$ cat src/rtl/pdma_pkg.sv
package pdma_pkg;
  localparam int OFS_W    = 3;
  localparam int FCN_W    = 3;
  localparam int DSTAT_W  = 3;
  localparam int NFLAG    = 5;

  // register offsets
  localparam logic [OFS_W-1:0] OFS_CTRL   = 3'd0;
  localparam logic [OFS_W-1:0] OFS_PULSE  = 3'd1;
  localparam logic [OFS_W-1:0] OFS_WA_LO  = 3'd2;
  localparam logic [OFS_W-1:0] OFS_WA_HI  = 3'd3;
  localparam logic [OFS_W-1:0] OFS_RANGE  = 3'd4;
  localparam logic [OFS_W-1:0] OFS_RA_LO  = 3'd5;
  localparam logic [OFS_W-1:0] OFS_RA_HI  = 3'd6;

  // control word bits
  localparam int CB_CLR_EOR = 15;
  localparam int CB_CLR_ATT = 14;
  localparam int CB_CLR_PAR = 13;
  localparam int CB_MCLR    = 12;
  localparam int CB_CYCLE   = 8;
  localparam int CB_IE      = 6;
  localparam int CB_FCN_LO  = 1;
  localparam int CB_GO      = 0;

  // pulse command bits
  localparam int PB_IE_SET  = 6;
  localparam int PB_IE_CLR  = 5;

  // sticky flag index
  localparam int FL_EOR  = 0;
  localparam int FL_ATT  = 1;
  localparam int FL_PAR  = 2;
  localparam int FL_BERR = 3;
  localparam int FL_TMO  = 4;
endpackage

$ cat src/rtl/pdma_rst_sync.sv
module pdma_rst_sync (
  input  logic clk,
  input  logic rst_n,
  output logic rst_n_sync
);
  logic [1:0] sync_q;

  always_ff @(posedge clk or negedge rst_n) begin
    if (!rst_n) sync_q <= 2'b00;
    else        sync_q <= {sync_q[0], 1'b1};
  end

  assign rst_n_sync = sync_q[1];
endmodule

$ cat src/rtl/pdma_flags.sv
module pdma_flags
  import pdma_pkg::*;
(
  input  logic             clk,
  input  logic             rst_n,
  input  logic             mclr_i,
  input  logic             attn_i,
  input  logic [NFLAG-1:0] set_i,     // attention entry ignored, edge made here
  input  logic [NFLAG-1:0] clr_i,
  output logic [NFLAG-1:0] flags_o
);
  logic             attn_q, attn_d;
  logic [NFLAG-1:0] set_all;
  logic [NFLAG-1:0] flag_q, flag_d;

  always_comb begin
    set_all         = set_i;
    set_all[FL_ATT] = attn_i & ~attn_q;
    attn_d          = attn_i;
  end

  for (genvar g = 0; g < NFLAG; g++) begin : g_flag
    always_comb begin
      if (mclr_i)          flag_d[g] = 1'b0;
      else if (set_all[g]) flag_d[g] = 1'b1;
      else if (clr_i[g])   flag_d[g] = 1'b0;
      else                 flag_d[g] = flag_q[g];
    end
  end

  always_ff @(posedge clk or negedge rst_n) begin
    if (!rst_n) begin
      flag_q <= '0;
      attn_q <= 1'b0;
    end else begin
      flag_q <= flag_d;
      attn_q <= attn_d;
    end
  end

  assign flags_o = flag_q;

  a_r12_flags_cleared: assert property (@(posedge clk) disable iff (!rst_n)
    mclr_i |=> (flags_o == '0));
  a_r7_edge_sets: assert property (@(posedge clk) disable iff (!rst_n)
    (attn_i && !attn_q && !mclr_i) |=> flags_o[FL_ATT]);
  a_r8_set_wins: assert property (@(posedge clk) disable iff (!rst_n)
    (set_i[FL_PAR] && !mclr_i) |=> flags_o[FL_PAR]);
endmodule

$ cat src/rtl/pdma_xfer.sv
module pdma_xfer #(
  parameter int DW = 16,
  localparam int AW = 2*DW
) (
  input  logic          clk,
  input  logic          rst_n,
  input  logic          en_i,
  input  logic          word_done_i,
  input  logic          stop_i,
  input  logic          wr_lo_i,
  input  logic          wr_hi_i,
  input  logic          wr_rng_i,
  input  logic [DW-1:0] wdata_i,
  output logic [AW-1:0] addr_o,
  output logic [DW-1:0] range_o,
  output logic          underflow_o
);
  logic [AW-1:0] addr_q, addr_d;
  logic [DW-1:0] rng_q, rng_d;
  logic          count;

  assign count = en_i & word_done_i & ~stop_i;

  always_comb begin
    addr_d = addr_q;
    rng_d  = rng_q;
    if (count) begin
      addr_d = addr_q + 1'b1;
      rng_d  = rng_q - 1'b1;
    end
    if (wr_lo_i)  addr_d[DW-1:0]  = wdata_i;
    if (wr_hi_i)  addr_d[AW-1:DW] = wdata_i;
    if (wr_rng_i) rng_d           = wdata_i;
  end

  always_ff @(posedge clk or negedge rst_n) begin
    if (!rst_n) begin
      addr_q <= '0;
      rng_q  <= '0;
    end else begin
      addr_q <= addr_d;
      rng_q  <= rng_d;
    end
  end

  assign addr_o      = addr_q;
  assign range_o     = rng_q;
  assign underflow_o = count & (rng_q == '0);

  a_r5_addr_step: assert property (@(posedge clk) disable iff (!rst_n)
    (count && !wr_lo_i && !wr_hi_i) |=> (addr_o == $past(addr_o) + 1'b1));
  a_r5_idle_hold: assert property (@(posedge clk) disable iff (!rst_n)
    (!en_i && !wr_lo_i && !wr_hi_i && !wr_rng_i) |=> ($stable(addr_o) && $stable(range_o)));
  a_r6_wrap: assert property (@(posedge clk) disable iff (!rst_n)
    (underflow_o && !wr_rng_i) |=> (range_o == '1));
endmodule

$ cat src/rtl/pdma_ctrl.sv
module pdma_ctrl
  import pdma_pkg::*;
#(
  parameter int DW = 16,
  localparam int AW = 2*DW
) (
  input  logic               clk,
  input  logic               rst_n,
  input  logic               host_we,
  input  logic [OFS_W-1:0]   host_addr,
  input  logic [DW-1:0]      host_wdata,
  output logic [DW-1:0]      host_rdata,
  input  logic               attn_in,
  input  logic               perr_in,
  input  logic [DSTAT_W-1:0] dev_stat_in,
  output logic [FCN_W-1:0]   fcn_out,
  output logic               go_pulse,
  output logic               cyc_pulse,
  output logic               init_pulse,
  output logic               dma_busy,
  output logic [AW-1:0]      dma_addr,
  input  logic               dma_word_done,
  input  logic               bus_err_in,
  input  logic               bus_tmo_in,
  output logic               irq
);
  logic rst_s;
  logic wr_ctrl, wr_pulse, mclr, stop, underflow;
  logic [NFLAG-1:0] fset, fclr, flags;
  logic [DW-1:0] range;

  logic [FCN_W-1:0] fcn_q, fcn_d;
  logic ie_q, ie_d, en_q, en_d;
  logic go_q, go_d, cyc_q, cyc_d, init_q, init_d;

  pdma_rst_sync u_rst (.clk(clk), .rst_n(rst_n), .rst_n_sync(rst_s));

  // write decode
  assign wr_ctrl  = host_we & (host_addr == OFS_CTRL);
  assign wr_pulse = host_we & (host_addr == OFS_PULSE);
  assign mclr     = wr_ctrl & host_wdata[CB_MCLR];
  assign stop     = en_q & (bus_err_in | bus_tmo_in);

  always_comb begin
    fset          = '0;
    fset[FL_EOR]  = underflow | stop;
    fset[FL_PAR]  = perr_in;
    fset[FL_BERR] = en_q & bus_err_in;
    fset[FL_TMO]  = en_q & bus_tmo_in;
    fclr          = '0;
    fclr[FL_EOR]  = wr_ctrl & host_wdata[CB_CLR_EOR];
    fclr[FL_ATT]  = wr_ctrl & host_wdata[CB_CLR_ATT];
    fclr[FL_PAR]  = wr_ctrl & host_wdata[CB_CLR_PAR];
  end

  pdma_flags u_flags (
    .clk(clk), .rst_n(rst_s), .mclr_i(mclr), .attn_i(attn_in),
    .set_i(fset), .clr_i(fclr), .flags_o(flags)
  );

  pdma_xfer #(.DW(DW)) u_xfer (
    .clk(clk), .rst_n(rst_s), .en_i(en_q), .word_done_i(dma_word_done),
    .stop_i(stop),
    .wr_lo_i(host_we & (host_addr == OFS_WA_LO)),
    .wr_hi_i(host_we & (host_addr == OFS_WA_HI)),
    .wr_rng_i(host_we & (host_addr == OFS_RANGE)),
    .wdata_i(host_wdata), .addr_o(dma_addr), .range_o(range),
    .underflow_o(underflow)
  );

  // control next state
  always_comb begin
    fcn_d  = fcn_q;
    ie_d   = ie_q;
    en_d   = en_q;
    go_d   = 1'b0;
    cyc_d  = 1'b0;
    init_d = mclr;
    if (underflow | stop) en_d = 1'b0;
    if (wr_pulse) begin
      if (host_wdata[PB_IE_CLR])      ie_d = 1'b0;
      else if (host_wdata[PB_IE_SET]) ie_d = 1'b1;
    end
    if (mclr) begin
      fcn_d = '0;
      ie_d  = 1'b0;
      en_d  = 1'b0;
    end else if (wr_ctrl) begin
      fcn_d = host_wdata[CB_FCN_LO +: FCN_W];
      if (host_wdata[CB_IE]) ie_d = 1'b1;
      if (host_wdata[CB_GO]) begin
        en_d = 1'b1;
        go_d = 1'b1;
      end
      cyc_d = host_wdata[CB_CYCLE] & en_q;
    end
  end

  always_ff @(posedge clk or negedge rst_s) begin
    if (!rst_s) begin
      fcn_q  <= '0;
      ie_q   <= 1'b0;
      en_q   <= 1'b0;
      go_q   <= 1'b0;
      cyc_q  <= 1'b0;
      init_q <= 1'b0;
    end else begin
      fcn_q  <= fcn_d;
      ie_q   <= ie_d;
      en_q   <= en_d;
      go_q   <= go_d;
      cyc_q  <= cyc_d;
      init_q <= init_d;
    end
  end

  // read path
  always_comb begin
    host_rdata = '0;
    case (host_addr)
      OFS_CTRL: host_rdata = {flags[FL_EOR], flags[FL_ATT], attn_in, flags[FL_PAR],
                              dev_stat_in, 1'b0, ~en_q, ie_q, flags[FL_BERR],
                              flags[FL_TMO], fcn_q, 1'b0};
      OFS_RANGE: host_rdata = range;
      OFS_RA_LO: host_rdata = dma_addr[DW-1:0];
      OFS_RA_HI: host_rdata = dma_addr[AW-1:DW];
      default:   host_rdata = '0;
    endcase
  end

  assign fcn_out    = fcn_q;
  assign go_pulse   = go_q;
  assign cyc_pulse  = cyc_q;
  assign init_pulse = init_q;
  assign dma_busy   = en_q;
  assign irq        = ie_q & (flags[FL_EOR] | flags[FL_ATT]);

  logic unused_wbits;
  assign unused_wbits = ^{host_wdata[11:9], host_wdata[7], host_wdata[4]};

  a_r3_go_busy: assert property (@(posedge clk) disable iff (!rst_s)
    go_pulse |-> dma_busy);
  a_r4_cyc_needs_en: assert property (@(posedge clk) disable iff (!rst_s)
    cyc_pulse |-> $past(dma_busy));
  a_r10_ie_clear: assert property (@(posedge clk) disable iff (!rst_s)
    (wr_pulse && host_wdata[PB_IE_CLR]) |=> !irq);
  a_r11_irq_gated: assert property (@(posedge clk) disable iff (!rst_s)
    irq |-> (host_addr != OFS_CTRL || host_rdata[6]));
  a_r12_init_idle: assert property (@(posedge clk) disable iff (!rst_s)
    init_pulse |-> (!dma_busy && !irq && fcn_out == '0));
  a_r6_stop_idle: assert property (@(posedge clk) disable iff (!rst_s)
    (underflow && !mclr && !(wr_ctrl && host_wdata[CB_GO])) |=> !dma_busy);
endmodule

$ cat config.mk
export PLATFORM = sky130hd
export DESIGN_NAME = pdma_ctrl
export DESIGN_NICKNAME = d
export VERILOG_FILES = /design/src/rtl/pdma_pkg.sv /design/src/rtl/pdma_rst_sync.sv /design/src/rtl/pdma_flags.sv /design/src/rtl/pdma_xfer.sv /design/src/rtl/pdma_ctrl.sv
export SDC_FILE = /design/constraint.sdc
export NUM_CORES = 1
export LEC_CHECK = 0
export ABC_AREA = 0
export BUFFER_PORTS_ARGS = -buffer_cell sky130_fd_sc_hd__clkbuf_2
export CAP_MARGIN = 20
export CELL_PAD_IN_SITES_DETAIL_PLACEMENT = 1
export CELL_PAD_IN_SITES_GLOBAL_PLACEMENT = 1
export CORE_MARGIN = 2
export CORE_UTILIZATION = 30
export CTS_CLUSTER_DIAMETER = 40
export DETAILED_ROUTE_END_ITERATION = 6
export GPL_ROUTABILITY_DRIVEN = 1
export PLACE_DENSITY_LB_ADDON = 0.1
export SYNTH_ARGS = -nofsm -noshare
export SYNTH_HDL_FRONTEND = slang
export SYNTH_HIERARCHICAL = 1
export SYNTH_SLANG_ARGS = --single-unit
$ cat constraint.sdc
create_clock -name clk -period 2.1 [get_ports clk]
set_input_delay 0.21 -clock clk [delete_from_list [all_inputs] [get_ports clk]]
set_output_delay 0.21 -clock clk [all_outputs]
set_load 0.005 [all_outputs]
==> reports/qor.txt <==
Status: finished, violations left
Failing checks: setup timing
Synth area leaders: dfrtp_1 (41%), nand2_1 (6.4%), xor2_1 (5.9%)
Via-per-instance ratio: 5.032
CTS root buf: clkbuf_16
First-pass GRT wire length: 22400 um
I/O Pins: 86
Distinct cells, synth: 53
Number of synthesized flops with an enable pin: 0
Routability cong.: 0.8090
Die height: 117.4 um
Deepest clock path buffer count: 2
Die width: 117.4 um
Vias in the first global route: 4011
Yosys warns: 6
DRT antenna net count: 0
CTS clk-pin slew, worst paths: 0.05 ns
Fillers: 1491
Type of origin of the critical path: flop
Gr usage total: 0.2110
Post-Syn Area: 0.003860 mm2
Largest net degree at the start of global routing: 45
RSZ-0062 raised after global routing: true
Post-synthesis sequential area ratio: 0.4149
Synth area leader: dfrtp_1
Core ar.: 0.01257 mm2
Nets: 607
Global route overflow: 0
PnR worst setup slack: -0.2208 ns
Final Total Pwr: 4.369 mW
Required time of the critical path: 2.36 ns
Count leader, synth: nand2_1
Fmax: 430.9 MHz
LEAKAGE: 2.447 nW
Critical path endpoint category: flop
Hold Path Class: primary input to flop
Synth top cells by count: nand2_1 (66), dfrtp_1 (64), o21ai_0 (45)
Final Hold Viols: 0
Drt total wl: 14010 um
# diodes: 0
Area share of the largest cell type after synthesis: 0.4149
Die Area: 0.01379 mm2
Share of cells above drive strength 1: 0.3707
Post-synthesis cell count: 427
Starting Density: 0.3071
Crit path max fanout: 6
CTS Buf Count: 9
H-tree Lvls: 3
Row cnt: 41
CTS Sinks: 64
Syn Area/Cell: 9.040 um2
DPL Wire Length: 10600 um
Worst EP arrival: 2.58 ns
DR WL/cell: 18.63 um
Design Area, Final: 0.005479 mm2
Final count of pins violating max slew: 0
Vias: 3784
MaxCap Viol Count: 0
# port buffers: 85
Final Critical Period: 2.321 ns
Synth Register Bits: 64
P per Cell Area: 797.3 mW/mm2
Main synth FF type: dfrtp_1
CTS tree: yes
Setup Skew: 0.004248 ns
Residual DRC: 0
DR iter-0 viols: 198
Syn-to-layout area delta: 41.94%
Ys async rst share: 1.000
Post-place instance area: 0.004832 mm2
DR pass1 iterations: 6
Final period util: 1.105
Clock Latency Late Sink: 0.34 ns
Critical path class: flop to flop
# setup viols final: 13
Maximum vdd drop: 0.0004970 V
Initial antenna violation count: 0
-- critical path, cell delays in order (launching register included) --
cell	delay (ns)
dfrtp_2	0.41
and2_4	0.14
or2_1	0.24
nand3b_1	0.26
buf_4	0.20
nor3_4	0.11
nand4_1	0.27
or3_4	0.41
a31oi_1	0.18
-- final cells by class --
cell class              instances  area, um2  area share
clock buffers                  13      270.3     0.04933
multi-input cells             336       2341      0.4273
well taps                     172      215.2     0.03928
clock inverters                 3      15.01    0.002740
repair buffers                154      996.0      0.1818
flip-flops and latches         64       1604      0.2928
inverters                      10      37.54    0.006851
-- metrics by stage --
step / util / setup TNS [ns] / worst slack, ns / cells / hold slack (ns)
detailed placement: 0.3845 / -3.934 / -0.2429 / 718 / -0.001255
floorplan: - / -0.6732 / -0.2945 / 428 / -0.08559
global placement: 0.3845 / -1.727 / -0.1668 / 718 / -0.004236
finish: 0.4359 / -1.566 / -0.2208 / 752 / 0.01641
global route: 0.4359 / -3.931 / -0.3510 / 752 / 0.01481
CTS: 0.4256 / -1.279 / -0.1824 / 747 / 0.01048
-- flip-flops by register name, indices dropped and copies added, names as in the netlist --
name             flops
ie_q                 1
u_xfer/range_o      16
init_pulse           1
cyc_pulse            1
fcn_out              3
dma_busy             1
go_pulse             1
u_flags/attn_q       1
u_xfer/addr_o       32
u_flags/flags_o      5
u_rst/sync_q         2
-- logic make-up after synthesis --
kind of cell / count (synthesis) / share of synthesized area
muxes: 19 / 0.04992
other: 2 / 0.001946
AOI/OAI and AO/OA: 78 / 0.1232
xor gates and xnor gates: 42 / 0.09530
DFF: 64 / 0.4149
buffers and inverters: 28 / 0.03728
adders and majority gates: 2 / 0.006482
and+or+nand+nor: 192 / 0.2710
-- metal layers --
layer	share of wire	global-route usage	vias to the layer above
met4	0.010	0.05120	0
met1	0.45	0.2775	1886
li1	-	-	1798
met5	0	0	-
met3	0.049	0.05593	16
met2	0.49	0.3465	84
-- cell usage in the layout (no fill, tap or decap), types with 4 or more instances in the layout --
cell type / Yosys / routed
a21oi_1: 11 / 10
a221o_1: 13 / 13
and2_1: 8 / 6
and2_4: 2 / 4
and3_1: 6 / 5
buf_4: 1 / 59
buf_6: 4 / 6
clkbuf_16: 0 / 9
clkbuf_2: 0 / 85
dfrtp_1: 64 / 62
inv_1: 9 / 9
mux2i_1: 17 / 17
nand2_1: 66 / 65
nand2b_1: 7 / 7
nand3_1: 15 / 12
nand3b_1: 4 / 4
nand4_1: 10 / 10
nor2_1: 31 / 27
nor4_4: 1 / 4
o21ai_0: 45 / 27
o21ai_1: 0 / 18
or2_1: 4 / 4
xnor2_1: 16 / 13
xor2_1: 26 / 26
-- worst paths after layout --
path                                  from                 end  slack (ns)  cells past startpoint
hold / removal                     attn_in      u_flags/attn_q        0.02                      1
min in group asynchronous            rst_n     u_rst/sync_q[0]        0.18                      2
max in group asynchronous  u_rst/sync_q[1]   u_xfer/addr_o[18]        1.25                      1
setup reg to reg                  dma_busy   u_xfer/addr_o[29]       -0.22                      8
hold reg to reg            u_rst/sync_q[1]  u_flags/flags_o[2]        0.23                      0
setup / recovery                  dma_busy   u_xfer/addr_o[29]       -0.22                      8
-- power breakdown --
part	internal [mW]	switching, mW
registers	1.46	0.283
logic	0.582	0.602
clock network	0.889	0.554
total	2.93	1.44
-- repair_timing --
action | 4_1_cts | 5_1_grt
setup endpoints to repair | 32 | 41
gates resized for setup | 37 | 25
buffers inserted | 14 | 7
pin swaps | 15 | 15
endpoints found under the hold margin | 2 | 0
hold buffers | 1 | 0
Power figures use the tool's default switching activity.
